--- config.mk ---
export PLATFORM = sky130hd
export DESIGN_NAME = req_ack_slave
export DESIGN_NICKNAME = d
export VERILOG_FILES = /design/src/rtl/req_ack_pkg.sv /design/src/rtl/req_ack_dpath.sv /design/src/rtl/req_ack_ctrl.sv /design/src/rtl/req_ack_slave.sv
export SDC_FILE = /design/constraint.sdc
export NUM_CORES = 1
export LEC_CHECK = 0
export BUFFER_PORTS_ARGS = -buffer_cell sky130_fd_sc_hd__buf_2
export CORE_ASPECT_RATIO = 1.25
export CORE_MARGIN = 2
export CORE_UTILIZATION = 50
export DETAILED_ROUTE_END_ITERATION = 10
export PLACE_DENSITY_LB_ADDON = 0.2
export SETUP_SLACK_MARGIN = 0.15
export SLEW_MARGIN = 20
export SYNTH_ARGS = -nofsm -noshare
export SYNTH_HDL_FRONTEND = slang
export SYNTH_HIERARCHICAL = 1
export SYNTH_SLANG_ARGS = --single-unit
--- constraint.sdc ---
create_clock -name clk -period 3.9 [get_ports clk]
set_input_delay 0.78 -clock clk [delete_from_list [all_inputs] [get_ports clk]]
set_output_delay 0.78 -clock clk [all_outputs]
set_load 0.02 [all_outputs]
--- src/rtl/req_ack_pkg.sv ---
`timescale 1ns/1ps
package req_ack_pkg;
  localparam int unsigned LEN_W = 8;
  localparam int unsigned DONE_W = LEN_W + 8;
  localparam logic [15:0] SYNC_TAG = 16'h9966;
  localparam logic [31:0] POLL_WORD = 32'h8000_0000;
  localparam logic [31:0] REJ_HDR = 32'h9966_01EE;
  localparam logic [15:0] REJ_CODE = 16'h01EE;

  typedef enum logic [1:0] {S_HDR, S_PAY, S_ACK, S_MST} state_e;

  typedef struct packed {
    logic loadHdr;
    logic sendPoll;
    logic sendAckHdr;
    logic rejectCmd;
    logic sendReason;
    logic clearTx;
    logic reportOk;
    logic reportRej;
  } strobe_t;
endpackage

--- src/rtl/req_ack_dpath.sv ---
`timescale 1ns/1ps
module req_ack_dpath
  import req_ack_pkg::*;
#(
  parameter int unsigned N_ZERO = 4,
  parameter logic [N_ZERO*8-1:0] ZERO_CMDS = {8'h27, 8'h28, 8'h29, 8'h36},
  parameter int unsigned N_PAY = 3,
  parameter logic [N_PAY*8-1:0] PAY_CMDS = {8'h28, 8'h29, 8'h36},
  parameter logic [7:0] REJ_LO = 8'h10,
  parameter logic [7:0] REJ_HI = 8'h3D
) (
  input  logic              clk,
  input  logic              rstN,
  input  logic [31:0]       rxWord,
  input  strobe_t           st,
  output logic [LEN_W-1:0]  reqLen,
  output logic              hdrValid,
  output logic              zeroOk,
  output logic              payOk,
  output logic [31:0]       txWord,
  output logic              doneValid,
  output logic [DONE_W-1:0] doneCode
);
  logic [7:0] reqCmd;
  logic [7:0] curCmd;
  logic [31:0] reasonWord;
  logic [31:0] ackHdr;
  logic inRange;
  logic [N_ZERO-1:0] zeroHit;
  logic [N_PAY-1:0] payHit;

  // each allowed-set entry gets its own comparator
  for (genvar i = 0; i < N_ZERO; i++) begin : g_zero
    assign zeroHit[i] = (rxWord[7:0] == ZERO_CMDS[i*8 +: 8]);
  end
  for (genvar j = 0; j < N_PAY; j++) begin : g_pay
    assign payHit[j] = (reqCmd == PAY_CMDS[j*8 +: 8]);
  end

  assign zeroOk   = |zeroHit;
  assign payOk    = |payHit;
  assign hdrValid = (rxWord[31:16] == SYNC_TAG);
  assign curCmd   = st.loadHdr ? rxWord[7:0] : reqCmd;
  assign inRange  = (curCmd >= REJ_LO) && (curCmd <= REJ_HI);
  assign ackHdr   = {SYNC_TAG, 16'h0000} | {16'h0000, {8'h00, curCmd} + 16'h0080};

  always_ff @(posedge clk) begin
    if (!rstN) begin
      reqLen     <= '0;
      reqCmd     <= '0;
      txWord     <= '0;
      reasonWord <= '0;
      doneValid  <= 1'b0;
      doneCode   <= '0;
    end else begin
      doneValid <= st.reportOk | st.reportRej;
      if (st.loadHdr) begin
        reqLen <= rxWord[15:8];
        reqCmd <= rxWord[7:0];
      end
      if (st.sendPoll) txWord <= POLL_WORD;
      if (st.sendAckHdr) begin
        txWord     <= st.rejectCmd ? REJ_HDR : ackHdr;
        reasonWord <= inRange ? 32'd1 : 32'd2;
      end
      if (st.sendReason) txWord <= reasonWord;
      if (st.clearTx) txWord <= '0;
      if (st.reportOk) doneCode <= {reqLen, reqCmd};
      if (st.reportRej) doneCode <= DONE_W'(REJ_CODE);
    end
  end
endmodule

--- src/rtl/req_ack_ctrl.sv ---
`timescale 1ns/1ps
module req_ack_ctrl
  import req_ack_pkg::*;
#(
  parameter int unsigned WD_CYCLES = 2000
) (
  input  logic             clk,
  input  logic             rstN,
  input  logic             rxValid,
  input  logic [31:0]      rxWord,
  input  logic             enterSlave,
  input  logic             hdrValid,
  input  logic             zeroOk,
  input  logic             payOk,
  input  logic [LEN_W-1:0] reqLen,
  output strobe_t          st,
  output logic             isMaster,
  output logic             wdExpire,
  output logic             bufWe,
  output logic [LEN_W-1:0] bufAddr
);
  localparam int unsigned WD_W = $clog2(WD_CYCLES + 1);

  state_e state;
  logic [LEN_W:0] reqNext;
  logic [1:0] ackNext;
  logic rejFlag;
  logic armed;
  logic [WD_W-1:0] wdCnt;
  logic isPoll, slaveRx, lastPay, ackDone;

  assign isMaster = (state == S_MST);
  assign isPoll   = (rxWord == POLL_WORD);
  assign slaveRx  = rxValid && !isMaster;
  assign lastPay  = ({1'b0, reqLen} < reqNext + 1'b1);
  assign ackDone  = rejFlag ? (ackNext > 2'd1) : (ackNext > 2'd0);

  always_comb begin
    st = '0;
    bufWe = 1'b0;
    bufAddr = '0;
    if (slaveRx) begin
      case (state)
        S_HDR: begin
          bufWe = 1'b1;
          if (hdrValid) begin
            st.loadHdr = 1'b1;
            if (rxWord[15:8] == '0) begin
              st.sendAckHdr = 1'b1;
              st.rejectCmd  = !zeroOk;
            end else begin
              st.sendPoll = 1'b1;
            end
          end
        end
        S_PAY: begin
          bufWe   = 1'b1;
          bufAddr = reqNext[LEN_W-1:0];
          if (lastPay) begin
            st.sendAckHdr = 1'b1;
            st.rejectCmd  = !payOk;
          end else begin
            st.sendPoll = 1'b1;
          end
        end
        S_ACK: begin
          if (isPoll) begin
            if (!ackDone) st.sendReason = 1'b1;
            else if (rejFlag) st.reportRej = 1'b1;
            else begin
              st.reportOk = 1'b1;
              st.clearTx  = 1'b1;
            end
          end
        end
        default: ;
      endcase
    end
  end

  always_ff @(posedge clk) begin
    if (!rstN) begin
      state    <= S_HDR;
      reqNext  <= '0;
      ackNext  <= '0;
      rejFlag  <= 1'b0;
      armed    <= 1'b0;
      wdCnt    <= '0;
      wdExpire <= 1'b0;
    end else begin
      wdExpire <= 1'b0;
      if (isMaster) begin
        if (enterSlave) state <= S_HDR;
      end else if (rxValid) begin
        armed <= 1'b1;
        wdCnt <= WD_W'(WD_CYCLES - 1);
        if (st.sendAckHdr) begin
          state   <= S_ACK;
          ackNext <= 2'd1;
          rejFlag <= st.rejectCmd;
        end else if (st.sendPoll && state == S_HDR) begin
          state   <= S_PAY;
          reqNext <= 1;
        end
        if (state == S_PAY) reqNext <= reqNext + 1'b1;
        if (st.sendReason) ackNext <= ackNext + 2'd1;
        if (st.reportOk || st.reportRej) begin
          state   <= st.reportOk ? S_MST : S_HDR;
          reqNext <= '0;
          ackNext <= '0;
          rejFlag <= 1'b0;
          armed   <= 1'b0;
        end
      end else if (armed) begin
        if (wdCnt == '0) begin
          wdExpire <= 1'b1;
          state    <= S_HDR;
          reqNext  <= '0;
          ackNext  <= '0;
          rejFlag  <= 1'b0;
          armed    <= 1'b0;
        end else begin
          wdCnt <= wdCnt - 1'b1;
        end
      end
    end
  end
endmodule

--- src/rtl/req_ack_slave.sv ---
`timescale 1ns/1ps
module req_ack_slave
  import req_ack_pkg::*;
#(
  parameter int unsigned WD_CYCLES = 2000,
  parameter int unsigned N_ZERO = 4,
  parameter logic [N_ZERO*8-1:0] ZERO_CMDS = {8'h27, 8'h28, 8'h29, 8'h36},
  parameter int unsigned N_PAY = 3,
  parameter logic [N_PAY*8-1:0] PAY_CMDS = {8'h28, 8'h29, 8'h36},
  parameter logic [7:0] REJ_LO = 8'h10,
  parameter logic [7:0] REJ_HI = 8'h3D
) (
  input  logic        clk,
  input  logic        rstN,
  input  logic        rxValid,
  input  logic [31:0] rxWord,
  input  logic        enterSlave,
  output logic [31:0] txWord,
  output logic        bufWe,
  output logic [7:0]  bufAddr,
  output logic [31:0] bufData,
  output logic        isMaster,
  output logic        doneValid,
  output logic [15:0] doneCode,
  output logic        wdExpire
);
  strobe_t st;
  logic [LEN_W-1:0] reqLen;
  logic hdrValid, zeroOk, payOk;

  assign bufData = rxWord;

  req_ack_ctrl #(.WD_CYCLES(WD_CYCLES)) u_ctrl (
    .clk(clk), .rstN(rstN), .rxValid(rxValid), .rxWord(rxWord),
    .enterSlave(enterSlave), .hdrValid(hdrValid), .zeroOk(zeroOk),
    .payOk(payOk), .reqLen(reqLen), .st(st), .isMaster(isMaster),
    .wdExpire(wdExpire), .bufWe(bufWe), .bufAddr(bufAddr)
  );

  req_ack_dpath #(
    .N_ZERO(N_ZERO), .ZERO_CMDS(ZERO_CMDS), .N_PAY(N_PAY),
    .PAY_CMDS(PAY_CMDS), .REJ_LO(REJ_LO), .REJ_HI(REJ_HI)
  ) u_dpath (
    .clk(clk), .rstN(rstN), .rxWord(rxWord), .st(st), .reqLen(reqLen),
    .hdrValid(hdrValid), .zeroOk(zeroOk), .payOk(payOk), .txWord(txWord),
    .doneValid(doneValid), .doneCode(doneCode)
  );
endmodule

Yosys cells after proc, flatten, opt, wreduce, memory -nomap -nowiden
Index checks and enable logic that the tools add are counted.

Register bits: 124. Input bits: 36. Output and inout port bits: 92. Logic and storage cells: 133.

Add/sub/neg operators: 4. Order comparisons: 5. Eq/ne operators: 19. Muxes and demuxes: 60. Bitwise operators: 4. Reduce and logical (&&, ||, !) cells: 27.

Operators by type and width (count): 32-bit two-way mux (3); 9-bit two-way mux (9); 8-bit by 6-bit equality test with 1-bit output (second input constant) (7); 2-bit two-way mux (17); 11-bit two-way mux (3); 32-bit equality test (second input constant) (1); 8-bit two-way mux (4); 1-bit two-way mux (18); 16-bit equality test (second input constant) (1); 16-bit two-way mux (1); 4-bit two-way mux (3); 4-bit AND reduction (3); 11-bit zero test (1); 11-bit by 1-bit subtractor with 11-bit output (second input constant) (1); 8-bit by 8-bit adder with 9-bit output (second input constant) (1); 9-bit by 1-bit adder with 9-bit output (second input constant) (1); 8-bit by 9-bit less-than comparator with 1-bit output (1); 3-bit nonzero test (3); 8-bit by 5-bit >= comparator with 1-bit output (second input constant) (1); 8-bit by 6-bit <= comparator with 1-bit output (second input constant) (1); 8-bit zero test (1); 4-bit by 1-bit != test with 1-bit output (second input constant) (2); 4-bit OR reduction (2); 3-bit one-hot mux with 2 select lines (1); other kinds (20) (33).

Depth between registers and ports, before layout
Gate-level depths: netlist of the first run.

Depth after elaboration: 13. Gate-level depth with buffers: 15. Mapped depth without buffers: 14.

Hierarchy
The synthesis of the first run kept the hierarchy.

Modules (own cells, without submodules): req_ack_dpath (instances 1, cells each 212, area each 2108.3 um^2, seq. area each 920.9 um^2); req_ack_ctrl (instances 1, cells each 252, area each 1960.6 um^2, seq. area each 540.5 um^2); req_ack_slave (instances 1, cells each 32, area each 240.2 um^2, seq. area each 0.0 um^2).

Worst setup path before layout of the first run
Ideal clock, no wire load.

Path kind: flip-flop to flip-flop. Start: register u_ctrl.reqNext[0]. End: register u_dpath.txWord[0]. Setup time: 0.128 ns. Arrival time: 2.864 ns. Required time: 3.772 ns. Slack: 0.908 ns. Cell stages (with the launch flop): 14. Buffers on the path: 0. Period minus slack after synthesis: 2.992 ns. Cell sequence: dfxtp_1 > ha_1 > and3_1 > nand3_1 > xor2_1 > ha_1 > o21ai_0 > nor2_1 > o311ai_0 > a21oi_1 > nor2_1 > nor3_1 > a221oi_1 > nor2_1.

RTL lines: start, declared (line req_ack_ctrl.sv:25) `logic [LEN_W:0] reqNext;`; start signal, assigned (line req_ack_ctrl.sv:105) `if (state == S_PAY) reqNext <= reqNext + 1'b1;`; end signal, assigned (line req_ack_dpath.sv:63) `txWord <= st.rejectCmd ? REJ_HDR : ackHdr;`; end signal, assigned (line req_ack_dpath.sv:66) `if (st.sendReason) txWord <= reasonWord;`; end, declared (line req_ack_dpath.sv:20) `output logic [31:0] txWord,`.

==> results of run 1 <==
==> worst min-delay path, delay by kind of cell, from the launching register on <==
| family | cells | cell delay, ps |
|---|---|---|
| AOI/OAI and AO/OA | 1 | 50 |
| DFF | 1 | 310 |
| and+or+nand+nor | 1 | 50 |
==> cell type report <==
class	count	area (µm²)	area share
Clock buffer	12	145	0.0302
Clock inverter	4	76.3	0.0159
Inverter	12	45.0	0.00938
Multi-Input combinational cell	349	2340	0.489
Sequential cell	73	1460	0.304
Tap cell	97	121	0.0253
Timing Repair Buffer	118	606	0.126
==> final timing paths <==
| kind | endpoint | slack [ps] | cells past startpoint |
|---|---|---|---|
| hold / removal | u_dpath/txWord[7] | 450 | 2 |
| setup / recovery | u_dpath/txWord[0] | 650 | 14 |
| hold reg to reg | u_dpath/txWord[7] | 450 | 2 |
| setup reg to reg | u_dpath/txWord[0] | 650 | 14 |
==> cell usage after synthesis, types with 13 or more instances <==
library cell,count,area [µm²]
clkbuf_1,14,52.6
nor2b_1,16,100
and3_1,13,81.3
nand2_1,31,116
buf_4,55,413
nand3_1,14,70.1
mux2i_1,24,240
nor4_1,16,100
nor2_1,42,158
dfxtp_1,73,1460
o21ai_0,21,105
nor3_1,13,65.1
==> layer usage <==
layer  global-route usage  share of wire  up-vias
li1                     -              -     1829
met1                0.277           0.44     1761
met2                0.365           0.48      140
met3               0.0414          0.054       22
met4                0.112          0.026        0
met5                    0              0        -
==> power by group through the flow <==
stage / Clock [mW] / Combinational (mW) / Sequential (mW)
after floorplan: 0 / 0.185 / 0.793
after global placement: 0 / 0.221 / 0.796
after detailed placement: 0 / 0.223 / 0.797
after CTS: 0.682 / 0.224 / 0.780
after global routing: 0.708 / 0.247 / 0.783
final: 0.665 / 0.225 / 0.780
==> logic make-up after synthesis <==
group,count (synthesis)
and+or+nand+nor,187
AOI/OAI and AO/OA,88
buffers and inverters,88
DFF,73
muxes,33
xor gates and xnor gates,15
adders and majority gates,11
other,1
==> sequential cells by signal, indices dropped and copies added (netlist names), 2 cells and up <==
signal / flops
u_ctrl/ackNext: 2
u_ctrl/reqNext: 9
u_ctrl/state: 2
u_ctrl/wdCnt: 11
u_dpath/doneCode: 16
u_dpath/reasonWord: 2
u_dpath/reqCmd: 8
u_dpath/reqLen: 8
u_dpath/txWord: 11
==> impl_metrics.yaml, run 1 <==
setup_path:
  cp_num_buf_inv: 1
  r2r_start: "u_ctrl/reqNext[0]"
  crit_start: "u_ctrl/reqNext[0]"
  critical_path_class: "reg -> reg"
  crit_fanout: 10
  crit_path_frequent_cell: "nor2_1"
  path_cells: "ha_1 -> and3_1 -> nand3_1 -> xor2_1 -> ha_1 -> o21ai_0 -> nor2_1 -> o311ai_0 -> buf_4 -> a21oi_1 -> nor2_1 -> nor3_1 -> a221oi_1 -> nor2_1"
  arrival_ps: 3500
  end_kind: "flop"
  cp.required_ps: 4150
  crit_slowest_cell: "dfxtp_1"
  cp-start-kind: "flop"
  critPathTopFamily: "simple AND/OR/NAND/NOR gates"
  cp_slowest_stage_delay_ps: 440
clock_tree:
  path_clk_slew_ps: 80
  clock-sinks: 73
  postCtsHoldBufs: 0
  clock_latency_ps: 360
  clockRootBuffer: "clkbuf_8"
  post_cts_buffers: 0
  ctsHtreeMaxLevel: 3
  clock_path_buffers: 2
  cts_made_buffers: 9
  cts.repair.resized: 0
  cts_tree: "done"
synth:
  synthCells: 496
  synth_top_family_by_area: "simple AND/OR/NAND/NOR gates"
  synth_ff_type: "dfxtp_1"
  synth_mux_area_frac: 0.0801
  synth_fa_ha_area_frac: 0.0319
  synth-xor-area-share: 0.0305
  syn_area_mm2: 0.00431
  synth_edf_count: 0
  ys_types: 66
  synth-simple-area-share: 0.238
  yosysSeqAreaShare: 0.339
  ys_ff_latch: 73
  synth_compound_area_frac: 0.150
  synthArstFlopShare: 0
  avgSynthCellArea_um2: 8.69
  synth_warnings: 6
flow_run:
  max-cap-violations: 0
global_route:
  first_global_vias: 3442
  grt_use_total: 0.223
  grt_max_degree: 42
  antenna_found_initial: 0
  grt_overflow: 0
  grt_pass1_wl_um: 16400
power:
  clockPowerShare: 0.398
  finalPower_mw: 1.67
  swShare: 0.272
  p_comb_frac: 0.135
  intPower_mw: 1.22
  power.density_mw_per_mm2: 348
  p_sw_mw: 0.454
  p_seq_frac: 0.467
  vdd_drop_max_uv: 170
  leakage_nw: 2.06
finish:
  layout.cells.non_filler: 665
  final_cell_mix: "buf_2, dfxtp_1, nor2_1"
  area_growth_pct: 11.4
  postLayoutCellArea_mm2: 0.00480
  num_antenna_cells: 0
  post-route-util: 0.579
  drive_above_1_share: 0.273
  final_nets: 610
  final_common_cell: "buf_2"
  fillers: 788
timing:
  grt_setup_unrepaired: "false"
  period_needed_ps: 3250
  setup_viol: 0
  finalSetupTns_ps: 0
  skew_ps: 14.0
  fmax_mhz: 308
  hold_viol: 0
  setup_slack_ps: 649
  slew_headroom: 0.503
  whs_ps: 454
  slew_viol_final: 0
  worst_pin_slew_ps: 739
  period_share: 0.834
floorplan:
  start_util: 0.520
  io_pins: 128
  fp.dieH_um: 108
  fp.coreArea_mm2: 0.00829
  die_area_mm2: 0.00938
  placementRows: 37
  die_x_um: 87.0
worst_hold_path:
  min_from: "u_dpath/txWord[7]"
  hp-class: "reg -> reg"
placed_design:
  port_buffers: 112
  dpl-instance-area_mm2: 0.00458
  hpwl_um: 7560
  gp_congestion: 0.852
  dp_cells: 649
  preCtsSetupSlack_ps: 642
routing:
  ant_nets: 0
  drtIter0Drc: 263
  routed_wl_um: 10400
  vias: 3752
  firstDrtPassIters: 4
  wire_per_inst_um: 15.7
  viasPerCell: 5.64
  drc: 0
run_status:
  status: "finished clean"
No activity file was read; power rests on OpenSTA's default activity.
==> run 2, diff against run 1 <==
- ABC_AREA: default -> 1
- clock period: 3.9 -> 3.3 ns (I/O delays scaled with it)
==> impl_metrics.yaml, run 2 <==
run_status:
  status: "finished clean"
routing:
  routed_wl_um: 9970
  drtIter0Drc: 212
  drc: 0
  ant_nets: 0
  wire_per_inst_um: 12.5
  vias: 4042
  viasPerCell: 5.06
  firstDrtPassIters: 4
timing:
  finalSetupTns_ps: 0
  slew_headroom: 0.544
  worst_pin_slew_ps: 683
  period_needed_ps: 2880
  hold_viol: 0
  grt_setup_unrepaired: "false"
  fmax_mhz: 347
  slew_viol_final: 0
  skew_ps: 12.5
  period_share: 0.874
  setup_viol: 0
clock_tree:
  clock_path_buffers: 2
  path_clk_slew_ps: 80
  ctsHtreeMaxLevel: 3
  cts_made_buffers: 9
  clock-sinks: 73
  clockRootBuffer: "clkbuf_8"
  cts_tree: "done"
  clock_latency_ps: 350
floorplan:
  io_pins: 128
  fp.coreArea_mm2: 0.00824
  die_area_mm2: 0.00927
  start_util: 0.517
  fp.dieH_um: 107
  placementRows: 37
  die_x_um: 86.5
setup_path:
  crit_fanout: 7
  cp.required_ps: 3580
  end_kind: "flop"
  critical_path_class: "reg -> reg"
  cp-start-kind: "flop"
  arrival_ps: 3170
  rrSetupSlack_ps: 420
synth:
  synthCells: 620
  synth_mux_area_frac: 0
  synth.largest_area_cell: "dfxtp_1"
  synth_edf_count: 0
  synth_ff_type: "dfxtp_1"
  syn_area_mm2: 0.00426
  synth_warnings: 6
  synth-xor-area-share: 0.0103
  synth_top_family_by_area: "simple AND/OR/NAND/NOR gates"
  synth-simple-area-share: 0.307
  synth_top_area_share: 0.343
  yosysSeqAreaShare: 0.343
  synthArstFlopShare: 0
  ys_types: 43
  synthTopCellsByArea: "dfxtp_1, nand2_1, buf_4, a21oi_1, inv_1"
  avgSynthCellArea_um2: 6.87
  synth_compound_area_frac: 0.131
  synth_common_cells: "nand2_1, dfxtp_1, inv_1"
  yosysMostFrequentCell: "nand2_1"
  ys_ff_latch: 73
  synth_fa_ha_area_frac: 0.0323
finish:
  num_antenna_cells: 0
  top_register: "u_dpath/doneCode"
  final_cell_mix: "nand2_1, buf_2, dfxtp_1"
  final_nets: 744
  reg_top3: "u_dpath/doneCode: 16 flops, u_ctrl/wdCnt: 11 flops, u_dpath/txWord: 11 flops"
  drive_above_1_share: 0.236
  final_common_cell: "nand2_1"
  largest_register_ffs: 16
  layout.cells.non_filler: 799
  area_growth_pct: 13.3
global_route:
  grt_use_total: 0.216
  antenna_found_initial: 0
  first_global_vias: 3684
  grt_pass1_wl_um: 16300
  grt_overflow: 0
  grt_max_degree: 22
placed_design:
  port_buffers: 112
  gp_congestion: 0.875
  dp_cells: 781
  hpwl_um: 7560
power:
  power.density_mw_per_mm2: 416
  leakage_nw: 2.28
  vdd_drop_max_uv: 233
flow_run:
  max-cap-violations: 0
worst_hold_path:
  hp-class: "reg -> reg"
==> run 2: cell types whose count changed after synthesis, moves of 8 or more <==
cell	change
clkbuf_1	-8
a21boi_0	-8
and3_1	-12
mux2_2	-8
o21a_1	-11
mux2i_1	-24
inv_1	+56
nor2_1	+23
nand2b_1	-8
nand2_1	+104
a21oi_1	+53
nor2b_1	-16
==> run 2: critical path: stages, from the launching register on <==
cell and delay (ps):
dfxtp_1 410, inv_1 80, nor3_1 130, inv_1 80
nor2_1 130, inv_1 100, nor3_2 130, xor2_1 250
ha_1 280, nand2_1 70, nand2_1 70, nand2_1 80
nand2_2 70, nand2_4 70, nand2_4 70, clkinvlp_4 140
inv_1 60, or2_1 250, inv_2 110, o21ai_0 100
a21oi_1 140
==> run 2: cell type report <==
cell class                      instances  area [µm²]
Clock inverter                          7         101
Tap cell                               97         121
Multi-Input combinational cell        422        2120
Inverter                               72         274
Clock buffer                            9         124
Timing Repair Buffer                  119         626
Fill cell                             813        3410
Sequential cell                        73        1460
==> run 2: cells by family (layout without fill, tap and decap cells) <==
| kind of cell | Yosys count | after routing |
|---|---|---|
| AND/OR/NAND/NOR | 285 | 285 |
| AO/OA/AOI/OAI | 106 | 106 |
| buffers and inverters | 139 | 207 |
| flip-flops | 73 | 73 |
| other | 1 | 15 |
| XOR/XNOR | 5 | 5 |
| adder cells (fa/ha/maj) | 11 | 11 |
==> run 2: what timing repair did <==
action | CTS | global route
endpoints found under the setup margin | 0 | 10
gates resized for setup | 0 | 5
buffers inserted | 0 | 2
hold buffers | 0 | 0
==> run 2: worst paths after layout <==
path | start | to | cells after the start
min | u_dpath/txWord[2] | u_dpath/txWord[2] | 2
max reg2reg | u_ctrl/reqNext[2] | u_dpath/txWord[3] | 20
min reg2reg | u_dpath/txWord[2] | u_dpath/txWord[2] | 2
max | u_ctrl/reqNext[2] | u_dpath/txWord[3] | 20
==> run 2: through the flow <==
stage                     total power [mW]  setup WS (ps)  area [µm²]  hold WS (ps)  utilization
after floorplan                       1.18            670        4310           439            -
after detailed placement              1.23            293        4560           452        0.553
after CTS                             2.02            263        4780           465        0.580
final                                 2.01            415        4830           463        0.586
after global routing                  2.09            135        4830           484        0.586
after global placement                1.22            427        4560           451        0.553
==> run 2: where the power goes <==
| part | internal [mW] | switching, mW |
|---|---|---|
| Clock | 0.432 | 0.361 |
| Sequential | 0.902 | 0.0172 |
| Combinational | 0.0933 | 0.202 |
| Total | 1.43 | 0.581 |
==> run 2: routing by layer <==
| metal | GRT usage | part of all wire | vias to the layer above |
|---|---|---|---|
| met2 | 0.384 | 0.51 | 97 |
| met3 | 0.0377 | 0.042 | 10 |
| met1 | 0.260 | 0.43 | 1841 |
| met5 | 0 | 0 | - |
| li1 | - | - | 2094 |
| met4 | 0.0692 | 0.015 | 0 |
==> run 3, diff against run 2 <==
- SYNTH_HIERARCHICAL: 1 -> default
==> impl_metrics.yaml, run 3 <==
run_status:
  status: "finished clean"
routing:
  wire_per_inst_um: 12.3
  firstDrtPassIters: 4
  routed_wl_um: 10300
  drc: 0
  ant_nets: 0
  vias: 4186
  viasPerCell: 5.01
  drtIter0Drc: 145
clock_tree:
  clockRootBuffer: "clkbuf_8"
  clock_path_buffers: 2
  path_clk_slew_ps: 80
  clock-sinks: 73
  cts_made_buffers: 9
  ctsHtreeMaxLevel: 3
  clock_latency_ps: 360
  cts_tree: "done"
synth:
  yosysMostFrequentCell: "nand2_1"
  synth_edf_count: 0
  yosysSeqAreaShare: 0.334
  synth_top_family_by_area: "simple AND/OR/NAND/NOR gates"
  synth_top_area_share: 0.334
  synth.largest_area_cell: "dfxtp_1"
  synth_mux_area_frac: 0
  synthArstFlopShare: 0
  synth_ff_type: "dfxtp_1"
  ys_types: 45
  synthCells: 633
  synth_common_cells: "nand2_1, nor2_1, inv_1"
  synthTopCellsByArea: "dfxtp_1, nand2_1, buf_4, nor2_1, inv_1"
  synth-xor-area-share: 0.0100
  syn_area_mm2: 0.00438
  avgSynthCellArea_um2: 6.92
  synth_fa_ha_area_frac: 0.0314
  synth-simple-area-share: 0.288
  synth_warnings: 0
  ys_ff_latch: 73
  synth_compound_area_frac: 0.151
timing:
  period_needed_ps: 2790
  fmax_mhz: 359
  setup_slack_ps: 512
  worst_pin_slew_ps: 577
  period_share: 0.845
  finalSetupTns_ps: 0
  hold_viol: 0
  grt_setup_unrepaired: "false"
  slew_viol_final: 0
  skew_ps: 6.45
  slew_headroom: 0.614
  setup_viol: 0
setup_path:
  cp_num_buf_inv: 1
  cp_slowest_stage_delay_ps: 380
  critPathTopFamily: "simple AND/OR/NAND/NOR gates"
  crit_slowest_cell: "dfxtp_1"
  path_cells: "ha_1 -> nand2_1 -> nor2_4 -> xor2_1 -> inv_1 -> ha_1 -> a21oi_1 -> o21a_1 -> nor2_1 -> nor2_1 -> nand3_1 -> o21ai_0 -> nand2_1 -> nand2_1 -> nand2_1 -> a21oi_1"
  crit_path_frequent_cell: "nand2_1"
  end_kind: "flop"
  critical_path_class: "reg -> reg"
  cp-start-kind: "flop"
  crit_fanout: 7
  cp.required_ps: 3590
  arrival_ps: 3070
finish:
  final_common_cell: "buf_2"
  post-route-util: 0.575
  largest_register_ffs: 16
  final_nets: 757
  fillers: 831
  final_cell_mix: "buf_2, nand2_1, nor2_1"
  top_register: "u_dpath.doneCode"
  num_antenna_cells: 0
  area_growth_pct: 13.1
  reg_top3: "u_dpath.doneCode: 16 flops, u_ctrl.wdCnt: 11 flops, u_dpath.txWord: 11 flops"
  drive_above_1_share: 0.242
floorplan:
  fp.coreArea_mm2: 0.00861
  die_area_mm2: 0.00953
  placementRows: 38
  start_util: 0.509
  fp.dieH_um: 109
  io_pins: 128
  die_x_um: 87.7
placed_design:
  port_buffers: 112
  gp_congestion: 0.927
  preCtsSetupSlack_ps: 268
  hpwl_um: 7890
global_route:
  antenna_found_initial: 0
  grt_overflow: 0
  grt_max_degree: 29
  grt_use_total: 0.223
  grt_pass1_wl_um: 16600
  first_global_vias: 3813
worst_hold_path:
  hp-class: "reg -> reg"
power:
  power.density_mw_per_mm2: 419
  vdd_drop_max_uv: 274
  leakage_nw: 2.38
flow_run:
  max-cap-violations: 0
[run 3: cell types whose count changed in the layout (fill, tap and decap cells not counted), moves of 5 or more]
cell | previous run | this run
nand3_1 | 14 | 33
o21ai_0 | 24 | 29
inv_1 | 66 | 75
nand2_1 | 135 | 109
a21oi_2 | 1 | 8
nor2_1 | 65 | 77
o21ai_1 | 4 | 9
a21oi_1 | 65 | 42
a211oi_1 | 1 | 11
[run 3: where the power goes]
group	switching, mW	leakage, nW	internal (mW)	total, mW
logic	0.236	1.67	0.114	0.351
registers	0.0283	0.594	0.911	0.939
clock network	0.340	0.113	0.445	0.786
total	0.605	2.38	1.47	2.08
[run 3: worst reg2reg max path, stage by stage (launching register included)]
cell,delay (ps)
dfxtp_1,380
ha_1,200
nand2_1,100
nor2_4,160
xor2_1,230
inv_1,70
ha_1,290
a21oi_1,180
o21a_1,150
nor2_1,40
nor2_1,80
nand3_1,110
o21ai_0,220
nand2_1,190
nand2_1,110
nand2_1,80
a21oi_1,140
[run 3: cell type report]
class,count,area (µm²),share of cell area
clock inverters,5,78.8,0.0159
multi-input cells,423,2180,0.439
well taps,120,150,0.0303
repair buffers,119,626,0.126
clock buffers,11,141,0.0286
flip-flops and latches,73,1460,0.295
inverters,84,317,0.0639
[run 3: final timing paths]
| check | end | cells past startpoint | slack [ps] | start |
|---|---|---|---|---|
| min reg2reg | u_dpath.txWord[6] | 2 | 470 | u_dpath.txWord[6] |
| max reg2reg | u_dpath.txWord[2] | 16 | 510 | u_ctrl.reqNext[1] |
| max | u_dpath.txWord[2] | 16 | 510 | u_ctrl.reqNext[1] |
| min | u_dpath.txWord[6] | 2 | 470 | u_dpath.txWord[6] |
[run 3: stage by stage]
step	hold WS, ps	power (mW)	instance area (µm²)	instances
finish	467	2.08	4950	835
global route	481	2.18	4950	835
global placement	450	1.30	4700	818
CTS	470	2.09	4920	834
floorplan	444	1.24	4430	647
detailed placement	454	1.30	4700	818
[run 3: cell families (layout without fill, tap and decap cells)]
| logic type | after synthesis | after routing |
|---|---|---|
| compound gates | 113 | 113 |
| xor+xnor | 5 | 5 |
| fa+ha+maj | 11 | 11 |
| buf+inv | 151 | 219 |
| flops | 73 | 73 |
| other cells | 1 | 15 |
| simple gates | 279 | 279 |
[run 3: what timing repair did]
| action | in CTS | in global routing |
|---|---|---|
| resized for setup | 0 | 6 |
| buffers inserted | 0 | 1 |
| endpoints found under the setup margin | 0 | 19 |
| hold buffers | 0 | 0 |
[run 3: routing by layer]
| layer | wire length [µm] | track usage | vias to the layer above | part of all wire |
|---|---|---|---|---|
| met5 | 0 | 0 | - | 0 |
| met4 | 256 | 0.102 | 0 | 0.025 |
| met3 | 505 | 0.0416 | 21 | 0.049 |
| met2 | 5120 | 0.392 | 128 | 0.50 |
| met1 | 4420 | 0.260 | 1891 | 0.43 |
| li1 | - | - | 2146 | - |
